`src/rtl/adcro_pkg.sv`:
```
package adcro_pkg;
    // Readout sequencer states; LAST holds the final bit for one extra cycle
    typedef enum logic [1:0] {
        RD_IDLE  = 2'd0,
        RD_READY = 2'd1,
        RD_SHIFT = 2'd2,
        RD_LAST  = 2'd3
    } rd_state_e;
endpackage

```
`src/rtl/adcro_conv_timer.sv`:
```
module adcro_conv_timer #(
    parameter int DATA_W      = 24,
    parameter int CONV_CYCLES = 1656,
    parameter int GAIN_SHIFT  = 4
) (
    input  logic              clk,
    input  logic              rst_n,
    input  logic              cs_n,
    input  logic              chan_sel,
    input  logic              range_sel,
    input  logic [DATA_W-1:0] sample_a,
    input  logic [DATA_W-1:0] sample_b,
    output logic              done_o,
    output logic [DATA_W-1:0] data_o
);
    localparam int CNT_W  = $clog2(CONV_CYCLES);
    localparam int PROD_W = DATA_W + GAIN_SHIFT;
    localparam logic [CNT_W-1:0] CNT_LAST = CNT_W'(CONV_CYCLES - 1);

    typedef struct packed {
        logic [CNT_W-1:0]  cnt;
        logic              chan;
        logic              rng;
        logic              done;
        logic [DATA_W-1:0] data;
    } tmr_t;

    tmr_t tmr_d, tmr_q;

    logic [DATA_W-1:0]        raw_code;
    logic [DATA_W-1:0]        scaled_code;
    logic signed [DATA_W-1:0] centred;
    logic signed [PROD_W-1:0] widened;
    logic signed [PROD_W-1:0] product;
    logic [GAIN_SHIFT:0]      head_bits;
    logic                     overflow;

    // Gain model in the signed domain, then back to offset binary
    always_comb begin
        raw_code  = tmr_q.chan ? sample_b : sample_a;
        centred   = {~raw_code[DATA_W-1], raw_code[DATA_W-2:0]};
        widened   = {{GAIN_SHIFT{centred[DATA_W-1]}}, centred};
        product   = widened <<< GAIN_SHIFT;
        head_bits = product[PROD_W-1:DATA_W-1];
        overflow  = (|head_bits) && !(&head_bits);
        if (!tmr_q.rng) begin
            scaled_code = raw_code;
        end else if (overflow) begin
            scaled_code = product[PROD_W-1] ? '0 : '1;
        end else begin
            scaled_code = {~product[DATA_W-1], product[DATA_W-2:0]};
        end
    end

    // Period counter; pins are latched at each conversion start
    always_comb begin
        tmr_d      = tmr_q;
        tmr_d.done = 1'b0;
        if (cs_n) begin
            tmr_d.cnt  = '0;
            tmr_d.chan = chan_sel;
            tmr_d.rng  = range_sel;
        end else if (tmr_q.cnt == CNT_LAST) begin
            tmr_d.cnt  = '0;
            tmr_d.done = 1'b1;
            tmr_d.data = scaled_code;
            tmr_d.chan = chan_sel;
            tmr_d.rng  = range_sel;
        end else begin
            tmr_d.cnt = tmr_q.cnt + 1'b1;
        end
    end

    always_ff @(posedge clk or negedge rst_n) begin
        if (!rst_n) tmr_q <= '0;
        else        tmr_q <= tmr_d;
    end

    assign done_o = tmr_q.done;
    assign data_o = tmr_q.data;

    // a result strobe lasts one cycle and only follows a selected cycle
    p_done_gap_r3: assert property (@(posedge clk) disable iff (!rst_n)
        tmr_q.done |=> !tmr_q.done);
    p_done_selected_r3: assert property (@(posedge clk) disable iff (!rst_n)
        tmr_q.done |-> !$past(cs_n));
endmodule

```
`src/rtl/adcro_master_clk.sv`:
```
module adcro_master_clk #(
    parameter int HALF_DIV = 1
) (
    input  logic clk,
    input  logic rst_n,
    input  logic active_i,
    output logic sclk_o,
    output logic fall_o,
    output logic rise_o
);
    localparam int HW = (HALF_DIV > 1) ? $clog2(HALF_DIV) : 1;
    localparam logic [HW-1:0] HALF_LAST = HW'(HALF_DIV - 1);

    typedef struct packed {
        logic [HW-1:0] cnt;
        logic          sclk;
    } mclk_t;

    localparam mclk_t MCLK_RST = '{cnt: '0, sclk: 1'b1};

    mclk_t mclk_d, mclk_q;
    logic  toggle;

    always_comb begin
        toggle = active_i && (mclk_q.cnt == HALF_LAST);
        fall_o = toggle && mclk_q.sclk;
        rise_o = toggle && !mclk_q.sclk;
        mclk_d = mclk_q;
        if (!active_i) begin
            mclk_d = MCLK_RST;
        end else if (toggle) begin
            mclk_d.cnt  = '0;
            mclk_d.sclk = !mclk_q.sclk;
        end else begin
            mclk_d.cnt = mclk_q.cnt + 1'b1;
        end
    end

    always_ff @(posedge clk or negedge rst_n) begin
        if (!rst_n) mclk_q <= MCLK_RST;
        else        mclk_q <= mclk_d;
    end

    assign sclk_o = mclk_q.sclk;

    // the generated clock parks high once the sequencer releases it
    p_clock_parks_high_r5: assert property (@(posedge clk) disable iff (!rst_n)
        !active_i |=> mclk_q.sclk);
endmodule

```
`src/rtl/adcro_slave_sync.sv`:
```
module adcro_slave_sync #(
    parameter int SYNC_STAGES = 2
) (
    input  logic clk,
    input  logic rst_n,
    input  logic sclk_i,
    output logic fall_o,
    output logic rise_o
);
    localparam int PIPE_W = SYNC_STAGES + 1;

    logic [PIPE_W-1:0] pipe_d, pipe_q;

    always_comb begin
        pipe_d = {pipe_q[PIPE_W-2:0], sclk_i};
        fall_o = pipe_q[PIPE_W-1] && !pipe_q[PIPE_W-2];
        rise_o = !pipe_q[PIPE_W-1] && pipe_q[PIPE_W-2];
    end

    always_ff @(posedge clk or negedge rst_n) begin
        if (!rst_n) pipe_q <= '1;
        else        pipe_q <= pipe_d;
    end
endmodule

```
`src/rtl/adcro_shifter.sv`:
```
module adcro_shifter
    import adcro_pkg::*;
#(
    parameter int DATA_W = 24
) (
    input  logic              clk,
    input  logic              rst_n,
    input  logic              cs_n,
    input  logic              done_i,
    input  logic [DATA_W-1:0] data_i,
    input  logic              fall_i,
    input  logic              rise_i,
    output logic              sdo_o,
    output logic              busy_o
);
    localparam int BW = $clog2(DATA_W + 1);
    localparam logic [BW-1:0] BIT_COUNT = BW'(DATA_W);
    localparam logic [BW-1:0] BIT_FINAL = BW'(DATA_W - 1);

    typedef struct packed {
        rd_state_e         state;
        logic [DATA_W-1:0] sreg;
        logic              sdo;
        logic [BW-1:0]     falls;
        logic [BW-1:0]     rises;
        logic              pend;
        logic [DATA_W-1:0] pend_data;
    } shift_t;

    localparam shift_t SH_RST = '{state: RD_IDLE, sreg: '0, sdo: 1'b1,
                                  falls: '0, rises: '0, pend: 1'b0,
                                  pend_data: '0};

    shift_t sh_d, sh_q;

    always_comb begin
        sh_d = sh_q;
        if (cs_n) begin
            // standby drops any held or partly read result
            sh_d.state = RD_IDLE;
            sh_d.sdo   = 1'b1;
            sh_d.pend  = 1'b0;
            sh_d.falls = '0;
            sh_d.rises = '0;
            sh_d.sreg  = '0;
        end else begin
            case (sh_q.state)
                RD_IDLE: begin
                    if (done_i || sh_q.pend) begin
                        sh_d.state = RD_READY;
                        sh_d.sdo   = 1'b0;
                        sh_d.falls = '0;
                        sh_d.rises = '0;
                        sh_d.sreg  = done_i ? data_i : sh_q.pend_data;
                        sh_d.pend  = 1'b0;
                    end
                end
                RD_READY, RD_SHIFT: begin
                    if (done_i) begin
                        sh_d.pend      = 1'b1;
                        sh_d.pend_data = data_i;
                    end
                    if (fall_i && (sh_q.falls < BIT_COUNT)) begin
                        sh_d.sdo   = sh_q.sreg[DATA_W-1];
                        sh_d.sreg  = {sh_q.sreg[DATA_W-2:0], 1'b0};
                        sh_d.falls = sh_q.falls + 1'b1;
                        sh_d.state = RD_SHIFT;
                    end else if (rise_i && (sh_q.state == RD_SHIFT) &&
                                 (sh_q.rises < sh_q.falls)) begin
                        sh_d.rises = sh_q.rises + 1'b1;
                        if (sh_q.rises == BIT_FINAL) sh_d.state = RD_LAST;
                    end
                end
                RD_LAST: begin
                    if (done_i) begin
                        sh_d.pend      = 1'b1;
                        sh_d.pend_data = data_i;
                    end
                    sh_d.state = RD_IDLE;
                    sh_d.sdo   = 1'b1;
                end
                default: sh_d.state = RD_IDLE;
            endcase
        end
    end

    always_ff @(posedge clk or negedge rst_n) begin
        if (!rst_n) sh_q <= SH_RST;
        else        sh_q <= sh_d;
    end

    assign sdo_o  = sh_q.sdo;
    assign busy_o = (sh_q.state == RD_READY) || (sh_q.state == RD_SHIFT);

    // the line rests high with nothing offered and low while offered
    p_idle_level_r4: assert property (@(posedge clk) disable iff (!rst_n)
        (sh_q.state == RD_IDLE) |-> sh_q.sdo);
    p_ready_level_r4: assert property (@(posedge clk) disable iff (!rst_n)
        (sh_q.state == RD_READY) |-> !sh_q.sdo);
    // never more than one word of bits per result
    p_bit_budget_r5: assert property (@(posedge clk) disable iff (!rst_n)
        sh_q.falls <= BIT_COUNT);
    // data moves only with a falling serial edge
    p_data_steady_r6: assert property (@(posedge clk) disable iff (!rst_n)
        (!cs_n && (sh_q.state == RD_SHIFT) && !fall_i && !rise_i)
        |=> $stable(sh_q.sdo));
    // a result landing mid-readout is parked
    p_park_result_r9: assert property (@(posedge clk) disable iff (!rst_n)
        (!cs_n && busy_o && done_i) |=> sh_q.pend);
    // standby leaves nothing behind
    p_standby_clear_r10: assert property (@(posedge clk) disable iff (!rst_n)
        cs_n |=> ((sh_q.state == RD_IDLE) && !sh_q.pend));
endmodule

```
`src/rtl/ro_adc_serial_port.sv`:
```
module ro_adc_serial_port #(
    parameter int DATA_W      = 24,
    parameter int CONV_CYCLES = 1656,
    parameter int GAIN_SHIFT  = 4,
    parameter int HALF_DIV    = 1,
    parameter int SYNC_STAGES = 2
) (
    input  logic              clk,
    input  logic              rst_n,
    input  logic              cs_n,
    input  logic              mode_slave,
    input  logic              chan_sel,
    input  logic              range_sel,
    input  logic [DATA_W-1:0] sample_a,
    input  logic [DATA_W-1:0] sample_b,
    input  logic              sclk_i,
    output logic              sclk_o,
    output logic              sclk_oe,
    output logic              sdo_o,
    output logic              sdo_oe
);
    logic              conv_done;
    logic [DATA_W-1:0] conv_data;
    logic              rd_busy;
    logic              gen_active;
    logic              m_fall, m_rise;
    logic              s_fall, s_rise;
    logic              edge_fall, edge_rise;

    adcro_conv_timer #(
        .DATA_W     (DATA_W),
        .CONV_CYCLES(CONV_CYCLES),
        .GAIN_SHIFT (GAIN_SHIFT)
    ) u_timer (
        .clk      (clk),
        .rst_n    (rst_n),
        .cs_n     (cs_n),
        .chan_sel (chan_sel),
        .range_sel(range_sel),
        .sample_a (sample_a),
        .sample_b (sample_b),
        .done_o   (conv_done),
        .data_o   (conv_data)
    );

    assign gen_active = rd_busy && !mode_slave && !cs_n;

    adcro_master_clk #(
        .HALF_DIV(HALF_DIV)
    ) u_mclk (
        .clk     (clk),
        .rst_n   (rst_n),
        .active_i(gen_active),
        .sclk_o  (sclk_o),
        .fall_o  (m_fall),
        .rise_o  (m_rise)
    );

    adcro_slave_sync #(
        .SYNC_STAGES(SYNC_STAGES)
    ) u_ssync (
        .clk   (clk),
        .rst_n (rst_n),
        .sclk_i(sclk_i),
        .fall_o(s_fall),
        .rise_o(s_rise)
    );

    assign edge_fall = mode_slave ? s_fall : m_fall;
    assign edge_rise = mode_slave ? s_rise : m_rise;

    adcro_shifter #(
        .DATA_W(DATA_W)
    ) u_shift (
        .clk   (clk),
        .rst_n (rst_n),
        .cs_n  (cs_n),
        .done_i(conv_done),
        .data_i(conv_data),
        .fall_i(edge_fall),
        .rise_i(edge_rise),
        .sdo_o (sdo_o),
        .busy_o(rd_busy)
    );

    // pin drivers follow the select directly; R7: host owns the clock in slave mode
    assign sdo_oe  = !cs_n;
    assign sclk_oe = !cs_n && !mode_slave;
endmodule

```
`config.mk`:
```
export PLATFORM = sky130hd
export DESIGN_NAME = ro_adc_serial_port
export DESIGN_NICKNAME = d
export VERILOG_FILES = /design/src/rtl/adcro_pkg.sv /design/src/rtl/adcro_conv_timer.sv /design/src/rtl/adcro_master_clk.sv /design/src/rtl/adcro_slave_sync.sv /design/src/rtl/adcro_shifter.sv /design/src/rtl/ro_adc_serial_port.sv
export SDC_FILE = /design/constraint.sdc
export NUM_CORES = 1
export LEC_CHECK = 0
export ABC_AREA = 0
export CORE_ASPECT_RATIO = 0.8
export CORE_MARGIN = 5
export CORE_UTILIZATION = 35
export DETAILED_ROUTE_END_ITERATION = 12
export SYNTH_ARGS = -nofsm -noshare
export SYNTH_HDL_FRONTEND = slang
export SYNTH_HIERARCHICAL = 1
export SYNTH_SLANG_ARGS = --single-unit
```
`constraint.sdc`:
```
create_clock -name clk -period 3.05 [get_ports clk]
set_clock_uncertainty 0.1 [all_clocks]
set_input_delay 0.61 -clock clk [delete_from_list [all_inputs] [get_ports clk]]
set_output_delay 0.61 -clock clk [all_outputs]
set_load 0.005 [all_outputs]
```
==> impl_metrics.ini <==
[logic_synthesis]
yosys.area.top_type_share_pct = 41.6
synth.most_common_cell = dfrtp_1
yosysSeqAreaShare_pct = 43.7
ys_ff_latch = 105
synth_area_per_cell_um2 = 10.2
synth_edf_count = 0
synth_cell_type_count = 63
syn-instance-count = 590
ys_warn_count = 6
netlist_top_cells_area = dfrtp_1, mux2_2, o31ai_1
ys.flop_type = dfrtp_1
syn_area_um2 = 6020
synth_async_sr_flop_share_pct = 100
yosysTopAreaCell = dfrtp_1
syn_nets = 656
synthTopCellsByCount = dfrtp_1, a21oi_1, nor2_1

[clocking]
cts_resized = 0
clock_latency_ps = 350
cts_tree = yes
htreeDepth = 3
cts_hold_buffers = 0
cts_setup_buffers = 0
cts_buffers = 9
clk_path_buf_depth = 2
clock-sinks = 105
path_clk_slew_ps = 70
root_buffer = clkbuf_16

[timing]
tns_ps = 0
fmax_mhz = 359
setup_viol = 0
worst_pin_slew_ps = 614
holdWs_ps = 132
maxSlewViolCount = 0
hold_violations = 0
fin_crit_sh_pct = 91.2
rsz0062_at_grt = no
relSlewSlack_pct = 59.1
min_period_ps = 2780

[setup_path]
max_stage_delay_ps = 420
required_ps = 3180
rr_endpoint = u_shift/sh_q[36]$_DFFE_PN0P_
worstPathBufferInverterCount = 2
crit_arrival_ps = 2910
rr_startpoint = u_shift/sh_q[61]$_DFFE_PN0P_
crit_type = flip-flop to flip-flop
path_max_fanout = 27
reg2reg_slack_ps = 270
reg2reg_depth = 10
crit_family = simple AND/OR/NAND/NOR gates
start_kind = flip-flop
path_cells = inv_1 -> ha_1 -> nor3b_1 -> and3b_2 -> mux2_2 -> a21boi_1 -> nand2b_2 -> nand2_4 -> buf_12 -> o41ai_1
cp-end-kind = flip-flop
crit_slowest_cell = dfrtp_1

[cells_and_area]
num_antenna_cells = 0
synthToLayoutAreaGrowth_pct = 15.8
drive_gt1_share_pct = 18.1
layout.cells.non_filler = 840
fin_util_pct = 41.7
nNetsFinal = 681

[global_routing]
grt_pass1_wl_um = 21000
grt_use_met2_pct = 17.3
grt_remaining_overflow = 0
grt_max_degree = 53
use_met1_pct = 19.9
first_global_vias = 4176
grt_util_met3_pct = 2.40
antenna_found_initial = 0
top_usage_layer = met1
grt_usage_pct = 12.8

[routing]
drtAntennaViolNets = 0
wire_per_inst_um = 14.7
routed_wl_um = 12300
vias_per_cell = 5.11
firstDrtPassIters = 4
dr.first_iter.drc_count = 320
via_count = 4293
drc_errors = 0

[die]
fp.coreArea_um2 = 16700
dieArea_um2 = 19900
die_x_um = 157
pin_count = 59
start_util_pct = 36.0
die_h_um = 127
num_rows = 42

[power]
leakagePower_nw = 2.93
vdd_drop_max_mv = 0.257
p_per_area_nw_per_um2 = 512
power_mw = 3.57

[status]
status = finished, final reports clean

[placed_design]
hpwl_um = 8870
dp_cells = 824
routabilityCongestion = 0.793
portBuffers = 58

[run]
maxCapViolCount = 0

[min_path]
min-delay-path-class = input port to async pin
-- cell families after synthesis --
logic type	count (synthesis)	share of synthesized area, %
other cells	1	0.0623
flops	105	43.7
buf+inv	74	7.32
mux	74	13.3
simple gates	173	15.3
compound gates	141	16.5
fa+ha+maj	11	2.29
xor+xnor	11	1.60
-- power by group --
part	switching [mW]	internal, mW	leakage, nW
clock	0.500	0.764	0.155
sequential	0.0411	1.43	1.44
combinational	0.521	0.306	1.34
total	1.06	2.50	2.93
-- cell type report --
class	instances	area, um^2
multi-input combinational	411	2950
clock buffer	12	256
timing repair buffer	76	738
sequential	105	2630
fill	1625	9740
tap	220	275
clock inverter	4	75.1
inverter	12	45.0
-- cells in the final DEF, fill, tap and decap left out, drive strengths merged, types with 2 or more instances in the layout --
master,synthesis,final
a211oi,13,13
a21o,3,3
a21oi,50,50
a2bb2oi,2,2
a31oi,4,4
and3,4,4
buf,48,19
bufinv,0,2
clkbuf,14,12
clkdlybuf4s50,0,57
clkinvlp,0,2
dfrtp,100,100
dfstp,5,5
ha,11,11
inv,12,12
mux2,47,47
mux2i,27,27
nand2,47,47
nand2b,6,6
nand3,13,13
nand3b,2,2
nand4,4,4
nor2,49,49
nor2b,21,21
nor3,6,6
nor3b,6,6
nor4,2,2
o211ai,4,4
o21ai,12,12
o31ai,42,42
or3,3,3
or4,4,4
xnor2,4,4
xor2,7,7
-- registers in the layout, summed over array words and instances (netlist names) --
register	cells
u_mclk/mclk_q	1
u_mclk/sclk_o	1
u_shift/sh_q	61
u_timer/data_o	24
u_timer/tmr_q	13
u_ssync/pipe_q	3
u_timer/done_o	1
u_shift/sdo_o	1
-- through the flow --
stage               area [um^2]  setup WS (ps)
floorplan                  6020            492
global placement           6640           79.4
detailed placement         6640          -7.48
CTS                        6970            243
global route               6970           69.8
finish                     6970            268
-- worst register-to-register path: stages (launching register included) --
cell and delay [ps]:
dfrtp_1 420, inv_1 80, ha_1 300, nor3b_1 270, and3b_2 230, mux2_2 140
a21boi_1 290, nand2b_2 220, nand2_4 90, buf_12 190, o41ai_1 330
-- worst max-delay path by stage --
stage,cells past startpoint,end,start
floorplan,10,u_shift/sh_q[28]$_DFFE_PN0P_,u_shift/sh_q[60]$_DFFE_PN0P_
global placement,9,u_shift/sh_q[34]$_DFFE_PN0P_,cs_n
detailed placement,9,u_shift/sh_q[36]$_DFFE_PN0P_,cs_n
CTS,10,u_shift/sh_q[36]$_DFFE_PN0P_,u_shift/sh_q[61]$_DFFE_PN0P_
global route,10,u_shift/sh_q[53]$_DFFE_PN0P_,u_shift/sh_q[61]$_DFFE_PN0P_
finish,10,u_shift/sh_q[36]$_DFFE_PN0P_,u_shift/sh_q[61]$_DFFE_PN0P_
-- metal layers --
metal	vias to the layer above	share of wire (%)
li1	2141	-
met3	12	4.4
met4	0	1.5
met5	-	0
met1	2055	53
met2	85	41
(Power assumes the default switching activity.)
